$ cat config.mk
export PLATFORM = sky130hd
export DESIGN_NAME = motor_update_sched
export DESIGN_NICKNAME = d
export VERILOG_FILES = /design/src/rtl/mus_pkg.sv /design/src/rtl/mus_tick_timer.sv /design/src/rtl/mus_level_bank.sv /design/src/rtl/mus_fault_react.sv /design/src/rtl/motor_update_sched.sv
export SDC_FILE = /design/constraint.sdc
export NUM_CORES = 1
export LEC_CHECK = 0
export BUFFER_PORTS_ARGS = -buffer_cell sky130_fd_sc_hd__clkbuf_2
export CORE_MARGIN = 10
export CORE_UTILIZATION = 43
export CTS_CLUSTER_DIAMETER = 80
export DETAILED_ROUTE_END_ITERATION = 12
export GPL_TIMING_DRIVEN = 1
export PLACE_DENSITY = 0.77
export SETUP_SLACK_MARGIN = 0.5
export SYNTH_ARGS = -nofsm -noshare
export SYNTH_HDL_FRONTEND = slang
export SYNTH_SLANG_ARGS = --single-unit
$ cat constraint.sdc
create_clock -name clk -period 2.4 [get_ports clk]
set_clock_uncertainty 0.2 [all_clocks]
set_input_delay 0.48 -clock clk [delete_from_list [all_inputs] [get_ports clk]]
set_output_delay 0.48 -clock clk [all_outputs]
set_load 0.02 [all_outputs]
$ cat src/rtl/mus_pkg.sv
package mus_pkg;

  // Restart action selected by failsafe control bits 2:1
  typedef enum logic [1:0] {
    RST_NONE   = 2'd0,
    RST_REBOOT = 2'd1,
    RST_REENUM = 2'd2,
    RST_RSVD   = 2'd3
  } restart_e;

  // Failsafe control word; field positions are decoded by the reaction unit
  typedef struct packed {
    logic     exp_reinit;   // bit 4
    logic     user_reinit;  // bit 3
    restart_e restart;      // bits 2:1
    logic     zero_out;     // bit 0
  } fs_ctrl_t;

  localparam int          FS_CTRL_W   = $bits(fs_ctrl_t);
  localparam logic [7:0]  DRV_ON_CODE = 8'h01;

endpackage

$ cat src/rtl/mus_tick_timer.sv
module mus_tick_timer #(
  parameter int IVL_W = 8
) (
  input  logic             clk,
  input  logic             rst,
  input  logic             tick_i,
  input  logic [IVL_W-1:0] ivl_i,
  input  logic             force_i,
  output logic             refresh_o
);

  localparam int EXT_W = IVL_W + 1;

  logic [IVL_W-1:0] cnt_q;
  logic [EXT_W-1:0] cnt_inc;
  logic             periodic_on;
  logic             due;

  assign periodic_on = (ivl_i != '0);
  assign cnt_inc     = {1'b0, cnt_q} + EXT_W'(1);
  // compare with a widened count so a shrunk interval fires on the next tick
  assign due         = tick_i && periodic_on && (cnt_inc >= {1'b0, ivl_i});
  assign refresh_o   = due || force_i;

  always_ff @(posedge clk) begin
    if (rst) begin
      cnt_q <= '0;
    end else if (refresh_o || !periodic_on) begin
      cnt_q <= '0;
    end else if (tick_i) begin
      cnt_q <= cnt_inc[IVL_W-1:0];
    end
  end

  // with a zero interval only a force can refresh
  p_no_auto_r2: assert property (@(posedge clk) disable iff (rst)
    (!periodic_on && !force_i) |-> !refresh_o);

  // a steady interval keeps the count below it
  p_cnt_bounded_r1: assert property (@(posedge clk) disable iff (rst)
    (periodic_on && $stable(ivl_i) && ($past(cnt_q) < ivl_i)) |-> (cnt_q < ivl_i));

  // any force clears the count at the next edge
  p_force_restart_r3: assert property (@(posedge clk) disable iff (rst)
    force_i |=> (cnt_q == '0));

endmodule

$ cat src/rtl/mus_level_bank.sv
module mus_level_bank #(
  parameter int NUM_CH = 4,
  parameter int LVL_W  = 8
) (
  input  logic                    clk,
  input  logic                    rst,
  input  logic                    load_i,
  input  logic                    clear_i,
  input  logic [NUM_CH*LVL_W-1:0] pend_i,
  output logic [NUM_CH*LVL_W-1:0] act_o
);

  localparam int BUS_W = NUM_CH * LVL_W;

  for (genvar ch = 0; ch < NUM_CH; ch++) begin : g_ch
    logic [LVL_W-1:0] lvl_q;

    always_ff @(posedge clk) begin
      if (rst || clear_i) begin
        lvl_q <= '0;
      end else if (load_i) begin
        lvl_q <= pend_i[ch*LVL_W +: LVL_W];
      end
    end

    assign act_o[ch*LVL_W +: LVL_W] = lvl_q;
  end

  // a zeroing fault wins over a coincident load
  p_zero_on_fault_r5: assert property (@(posedge clk) disable iff (rst)
    clear_i |=> (act_o == '0));

  // without load or clear the levels stay put
  p_hold_r1: assert property (@(posedge clk) disable iff (rst)
    (!load_i && !clear_i) |=> $stable(act_o));

  // a load without clear publishes the sampled pending bus
  p_load_r3: assert property (@(posedge clk) disable iff (rst)
    (load_i && !clear_i) |=> (act_o == $past(pend_i)));

  if (BUS_W < 1) begin : g_bad
    initial $error("level bus must be non-empty");
  end

endmodule

$ cat src/rtl/mus_fault_react.sv
module mus_fault_react
  import mus_pkg::*;
#(
  parameter int FCNT_W = 8
) (
  input  logic              clk,
  input  logic              rst,
  input  logic              fault_i,
  input  fs_ctrl_t          ctrl_i,
  output logic              zero_o,
  output logic              reboot_o,
  output logic              reenum_o,
  output logic              user_o,
  output logic              exp_o,
  output logic [FCNT_W-1:0] cnt_o
);

  localparam logic [FCNT_W-1:0] CNT_MAX = '1;

  logic [FCNT_W-1:0] cnt_q;

  assign zero_o = fault_i && ctrl_i.zero_out;
  assign cnt_o  = cnt_q;

  always_ff @(posedge clk) begin
    if (rst) begin
      reboot_o <= 1'b0;
      reenum_o <= 1'b0;
      user_o   <= 1'b0;
      exp_o    <= 1'b0;
    end else begin
      reboot_o <= fault_i && (ctrl_i.restart == RST_REBOOT);
      reenum_o <= fault_i && (ctrl_i.restart == RST_REENUM);
      user_o   <= fault_i && ctrl_i.user_reinit;
      exp_o    <= fault_i && ctrl_i.exp_reinit;
    end
  end

  always_ff @(posedge clk) begin
    if (rst) begin
      cnt_q <= '0;
    end else if (fault_i && (cnt_q != CNT_MAX)) begin
      cnt_q <= cnt_q + FCNT_W'(1);
    end
  end

  // never both restart kinds at once
  p_one_restart_r6: assert property (@(posedge clk) disable iff (rst)
    $onehot0({reboot_o, reenum_o}));

  // any request pulse is caused by a fault in the previous cycle
  p_req_needs_fault_r7: assert property (@(posedge clk) disable iff (rst)
    (reboot_o || reenum_o || user_o || exp_o) |-> $past(fault_i));

  // one step per fault below the ceiling
  p_cnt_step_r8: assert property (@(posedge clk) disable iff (rst)
    (fault_i && (cnt_q != CNT_MAX)) |=> (cnt_q == FCNT_W'($past(cnt_q) + 1'b1)));

  // saturated count stays saturated
  p_cnt_sat_r8: assert property (@(posedge clk) disable iff (rst)
    (cnt_q == CNT_MAX) |=> (cnt_q == CNT_MAX));

  // no fault, no change
  p_cnt_idle_r8: assert property (@(posedge clk) disable iff (rst)
    !fault_i |=> $stable(cnt_q));

endmodule

$ cat src/rtl/motor_update_sched.sv
module motor_update_sched
  import mus_pkg::*;
#(
  parameter int NUM_CH = 4,
  parameter int LVL_W  = 8,
  parameter int IVL_W  = 8,
  parameter int FCNT_W = 8
) (
  input  logic                    clk,
  input  logic                    rst,
  input  logic                    ms_tick_i,
  input  logic [IVL_W-1:0]        interval_i,
  input  logic                    force_upd_i,
  input  logic [7:0]              drv_enable_i,
  input  logic [4:0]              fs_ctrl_i,
  input  logic                    fault_i,
  input  logic [NUM_CH*LVL_W-1:0] pend_lvl_i,
  output logic [NUM_CH*LVL_W-1:0] act_lvl_o,
  output logic                    drv_en_o,
  output logic                    reboot_req_o,
  output logic                    reenum_req_o,
  output logic                    user_reinit_o,
  output logic                    exp_reinit_o,
  output logic [FCNT_W-1:0]       fault_cnt_o
);

  logic     refresh;
  logic     zero_lvls;
  fs_ctrl_t fs_ctrl;

  assign fs_ctrl = fs_ctrl_t'(fs_ctrl_i);

  mus_tick_timer #(.IVL_W(IVL_W)) u_timer (
    .clk       (clk),
    .rst       (rst),
    .tick_i    (ms_tick_i),
    .ivl_i     (interval_i),
    .force_i   (force_upd_i),
    .refresh_o (refresh)
  );

  mus_fault_react #(.FCNT_W(FCNT_W)) u_fault (
    .clk      (clk),
    .rst      (rst),
    .fault_i  (fault_i),
    .ctrl_i   (fs_ctrl),
    .zero_o   (zero_lvls),
    .reboot_o (reboot_req_o),
    .reenum_o (reenum_req_o),
    .user_o   (user_reinit_o),
    .exp_o    (exp_reinit_o),
    .cnt_o    (fault_cnt_o)
  );

  mus_level_bank #(.NUM_CH(NUM_CH), .LVL_W(LVL_W)) u_bank (
    .clk     (clk),
    .rst     (rst),
    .load_i  (refresh),
    .clear_i (zero_lvls),
    .pend_i  (pend_lvl_i),
    .act_o   (act_lvl_o)
  );

  always_ff @(posedge clk) begin
    if (rst) begin
      drv_en_o <= 1'b0;
    end else begin
      drv_en_o <= (drv_enable_i == DRV_ON_CODE);
    end
  end

  // the enable output tracks the enable byte one cycle later
  p_en_on_r4: assert property (@(posedge clk) disable iff (rst)
    (drv_enable_i == 8'h01) |=> drv_en_o);

  p_en_off_r4: assert property (@(posedge clk) disable iff (rst)
    (drv_enable_i != 8'h01) |=> !drv_en_o);

  // a hold-mode fault without refresh leaves the levels alone
  p_hold_fault_r5: assert property (@(posedge clk) disable iff (rst)
    (fault_i && !fs_ctrl_i[0] && !force_upd_i && !ms_tick_i) |=> $stable(act_lvl_o));

endmodule

==> flow_summary.html <==
<table>
<tr><th>Metric</th><th>Value</th></tr>
<tr><th colspan="2">Outcome</th></tr>
<tr><td>Run status</td><td>finished with violations</td></tr>
<tr><td>Failing checks</td><td>negative setup slack</td></tr>
<tr><th colspan="2">Synthesis</th></tr>
<tr><td>Cell variety after synth</td><td>32</td></tr>
<tr><td>Syn avg cell area</td><td>9.05 µm²</td></tr>
<tr><td>Largest area contributor in the netlist</td><td>dfxtp_1</td></tr>
<tr><td>Yosys top cell area share</td><td>0.425</td></tr>
<tr><td>Number of storage elements in the synthesis netlist</td><td>53</td></tr>
<tr><td>Share of the yosys chip area belonging to registers</td><td>0.425</td></tr>
<tr><td>Number of nets in the synthesized netlist</td><td>around 340</td></tr>
<tr><td>Number of warning messages in the yosys log</td><td>0</td></tr>
<tr><td>Dominant cells by area after synthesis</td><td>dfxtp_1, mux2i_1, nand2_1, ha_1, xor2_1</td></tr>
<tr><td>Instance count of the mapped netlist</td><td>approximately 280</td></tr>
<tr><td>Summed instance area of the synthesized netlist</td><td>between 0.002 and 0.0025 mm²</td></tr>
<tr><th colspan="2">Power</th></tr>
<tr><td>Switching power as a share of total power</td><td>0.262</td></tr>
<tr><td>Internal Power</td><td>1.28 mW</td></tr>
<tr><td>Total Power</td><td>1.74 mW</td></tr>
<tr><td>Power Dens Cells</td><td>about 500 mW/mm²</td></tr>
<tr><td>Share of power burned in combinational logic</td><td>0.177</td></tr>
<tr><td>Maximum resistive drop on vdd</td><td>0.412 mV</td></tr>
<tr><td>Leakage power summed over all cells</td><td>approximately 1.6 nW</td></tr>
<tr><td>Flop pwr share</td><td>0.538</td></tr>
<tr><td>Proportion of power drawn by the clock network</td><td>0.285</td></tr>
<tr><td>Total net switching power</td><td>between 400 and 500 µW</td></tr>
<tr><th colspan="2">Clocking</th></tr>
<tr><td>CTS Root Buffer Type</td><td>clkbuf_8</td></tr>
<tr><td>Maximum root-to-sink buffer count</td><td>2</td></tr>
<tr><td>Deepest level of the CTS H-tree</td><td>2</td></tr>
<tr><td>TritonCTS clock tree</td><td>done</td></tr>
<tr><td>Clock transition at the registers of the reported paths</td><td>about 90 ps</td></tr>
<tr><td>CTS Sinks</td><td>53</td></tr>
<tr><td>Skew-Pair Late Insertion Delay</td><td>slightly below 300 ps</td></tr>
<tr><td>Number of buffers created by CTS</td><td>5</td></tr>
<tr><th colspan="2">Critical path</th></tr>
<tr><td>Worst path arrival time</td><td>2410 ps</td></tr>
<tr><td>Master of the slowest instance on the critical path</td><td>dfxtp_4</td></tr>
<tr><td>Number of buffers and inverters on the critical path</td><td>2</td></tr>
<tr><td>Cell depth of the worst setup path</td><td>12</td></tr>
<tr><td>Startpoint Class</td><td>flop</td></tr>
<tr><td>Peak fanout along the critical path</td><td>5</td></tr>
<tr><td>Worst-path cell chain</td><td>ha_4, nand3_4, nor2_4, xor2_1, ha_1, a21oi_2, o21ai_2, a21oi_2, o21ai_4, buf_12, clkbuf_16, mux2i_1</td></tr>
<tr><td>Stage delay of the slowest cell on the critical path</td><td>between 300 and 400 ps</td></tr>
<tr><td>Timing startpoint of the critical path</td><td>u_timer.cnt_q[1]$_SDFFE_PP0P_</td></tr>
<tr><td>R2R depth</td><td>12</td></tr>
<tr><td>Worst Setup Path Type</td><td>flop to flop</td></tr>
<tr><td>Slack of the worst reg-to-reg path</td><td>-20 ps</td></tr>
<tr><td>Required time at the worst-slack endpoint</td><td>between 2000 and 2500 ps</td></tr>
<tr><td>Worst reg2reg path startpoint</td><td>u_timer.cnt_q[1]$_SDFFE_PP0P_</td></tr>
<tr><td>Top cell family by delay on the critical path</td><td>compound AO/OA/AOI/OAI gates</td></tr>
<tr><td>Critical path endpoint category</td><td>flop</td></tr>
<tr><td>Dominant cell type by count on the critical path</td><td>a21oi_2</td></tr>
<tr><th colspan="2">Finish</th></tr>
<tr><td>Post-synthesis to final-layout area growth</td><td>39.2%</td></tr>
<tr><td>Share of layout cells above drive strength 1</td><td>0.395</td></tr>
<tr><td>Final net count</td><td>approximately 460</td></tr>
<tr><td>Antenna cells</td><td>0</td></tr>
<tr><td>Final cell utilization of the core</td><td>0.624</td></tr>
<tr><td>Commonest non-fill, non-tap cell in the layout</td><td>clkbuf_2</td></tr>
<tr><td>Highest-count cells in the layout ignoring fill and taps</td><td>clkbuf_2, nand2_1, dfxtp_1</td></tr>
<tr><td>Count of fill cells added during filler insertion</td><td>a little under 500</td></tr>
<tr><th colspan="2">Placed design</th></tr>
<tr><td>Count of buffers from port buffering</td><td>102</td></tr>
<tr><td>Worst setup slack after placement</td><td>-28.5 ps</td></tr>
<tr><td>Placer congestion estimate</td><td>approximately 0.82</td></tr>
<tr><td>Detailed-placement wirelength estimate</td><td>4.82 mm</td></tr>
<tr><th colspan="2">Timing</th></tr>
<tr><td>Fin. Hold Viols</td><td>0</td></tr>
<tr><td>Setup repair after global routing missed its margin</td><td>true</td></tr>
<tr><td>Post-route minimum period</td><td>about 2400 ps</td></tr>
<tr><td>Final TNS setup</td><td>-175 ps</td></tr>
<tr><td>Least-Margin Pin Slew</td><td>475 ps</td></tr>
<tr><td>Worst Slack Setup Final</td><td>-24.2 ps</td></tr>
<tr><td>Final period util</td><td>1.01</td></tr>
<tr><td>Normalized max-slew margin</td><td>0.683</td></tr>
<tr><td>Number of slew-limit violations in the final report</td><td>0</td></tr>
<tr><td>Fmax</td><td>roughly 410 MHz</td></tr>
<tr><td>Count of endpoints failing setup in the final report</td><td>12</td></tr>
<tr><th colspan="2">Global route</th></tr>
<tr><td>Global-route wire length before repair</td><td>approximately 10 mm</td></tr>
<tr><td>Vias in the first global route</td><td>roughly 2200</td></tr>
<tr><td>Antenna violations before repair</td><td>0</td></tr>
<tr><td>Total global routing track utilization</td><td>0.135</td></tr>
<tr><td>GRT overflow</td><td>0</td></tr>
<tr><td>Largest net degree at the start of global routing</td><td>65</td></tr>
<tr><th colspan="2">Hold path</th></tr>
<tr><td>Number of instances on the worst hold path</td><td>2</td></tr>
<tr><td>Launch instance of the worst min-delay path</td><td>drv_enable_i[6]</td></tr>
<tr><td>Kind of path behind the tightest hold check</td><td>input port to flop</td></tr>
<tr><th colspan="2">Floorplanning</th></tr>
<tr><td>Die Span X</td><td>96.2 µm</td></tr>
<tr><td>Initial Util</td><td>0.448</td></tr>
<tr><td>Cell row count</td><td>27</td></tr>
<tr><td>Area inside the core boundary</td><td>about 0.0056 mm²</td></tr>
<tr><td>Die height</td><td>between 90 and 100 µm</td></tr>
<tr><td>Number of I/O pins</td><td>~100</td></tr>
<tr><td>Die area</td><td>around 0.0093 mm²</td></tr>
<tr><th colspan="2">Routing</th></tr>
<tr><td>Count of unresolved DRC violations after routing</td><td>0</td></tr>
<tr><td>TritonRoute pass-1 iters</td><td>4</td></tr>
<tr><td>Wire length per cell after detailed routing</td><td>between 10 and 15 µm</td></tr>
<tr><td>Number of antenna-violating nets in the routed design</td><td>0</td></tr>
<tr><td>Average via count per standard cell</td><td>approximately 4.8</td></tr>
<tr><td>DRC violation total after the first TritonRoute iteration</td><td>slightly below 80</td></tr>
<tr><td>Final wirelength</td><td>6.72 mm</td></tr>
<tr><td>Number of vias after detailed routing</td><td>2217</td></tr>
<tr><th colspan="2">Run</th></tr>
<tr><td>Number of maximum-capacitance violations</td><td>0</td></tr>
</table>
kinds of logic after synthesis:
kind of cell / synth area share
fa+ha+maj: 0.0501
simple gates: 0.230
compound gates: 0.0436
buf+inv: 0.0486
flops: 0.425
xor+xnor: 0.0666
mux: 0.136
power groups by stage:
stage	Clock (mW)	Sequential, mW	Combinational, mW
6_report	0.495	0.934	0.307
5_1_grt	0.545	0.938	0.336
3_5_place_dp	0	0.955	0.269
4_1_cts	0.515	0.935	0.299
3_3_place_gp	0	0.953	0.261
2_1_floorplan	0	0.995	0.116
layout make-up:
| class | count | area [µm²] | area share |
|---|---|---|---|
| Tap cell | 72 | 90.1 | 0.0259 |
| Inverter | 9 | 33.8 | 0.00972 |
| Sequential cell | 53 | 1070 | 0.309 |
| Clock buffer | 7 | 86.3 | 0.0248 |
| Timing Repair Buffer | 119 | 774 | 0.223 |
| Multi-Input combinational cell | 199 | 1420 | 0.408 |
final timing paths:
| check | to |
|---|---|
| hold / removal | drv_en_o$_SDFF_PP0_ |
| setup / recovery | u_bank.g_ch[1].lvl_q[0]$_SDFFE_PP0P_ |
| hold reg to reg | u_bank.g_ch[1].lvl_q[2]$_SDFFE_PP0P_ |
| setup reg to reg | u_bank.g_ch[1].lvl_q[0]$_SDFFE_PP0P_ |
cell usage after synthesis:
cell and instances:
o311ai_2 1, inv_1 9, clkbuf_1 9, buf_1 1
nor3_1 1, or3_1 2, o21ai_0 3, xnor2_1 8
xor2_1 11, a21oi_2 1, buf_6 4, nor4_1 3
or4_1 1, dfxtp_1 53, mux2i_1 34, nor4bb_1 2
buf_2 1, nand3_1 7, and3_1 1, nor2_1 13
a31oi_1 1, nand2b_1 1, nand2_1 76, o31ai_4 1
nor3_2 8, nor2b_1 1, o21ai_2 1, o21bai_1 1
ha_1 10, a21oi_1 5, nand4_1 4, and3b_1 2
layer usage:
layer,routed length [µm],global-route usage,up-vias
li1,-,-,1144
met1,2690,0.155,999
met2,3520,0.240,62
met4,134,0.0491,0
met5,0,0,-
met3,375,0.0272,12
state kept, by name (all words and copies together), names as in the netlist:
signal	count
u_bank.g_ch.lvl_q	32
u_fault.cnt_o	8
u_timer.cnt_q	8
drv_en_o	1
u_fault.exp_o	1
u_fault.reboot_o	1
u_fault.reenum_o	1
u_fault.user_o	1
repair_timing:
item                       CTS  global route
cloned                       3             2
hold endpoints to repair     0             0
pin swaps                    5             6
gates resized for setup      7            11
setup endpoints to repair   40            41
buffers inserted             7             0
hold buffers                 0             0
stage by stage:
stage	instances	hold WS [ps]	cell area, µm²
after floorplan	276	333	2540
after global placement	440	242	3130
after detailed placement	440	250	3130
after CTS	457	126	3380
after global routing	459	129	3480
final	459	134	3480
No activity file was read; power rests on OpenSTA's default activity.
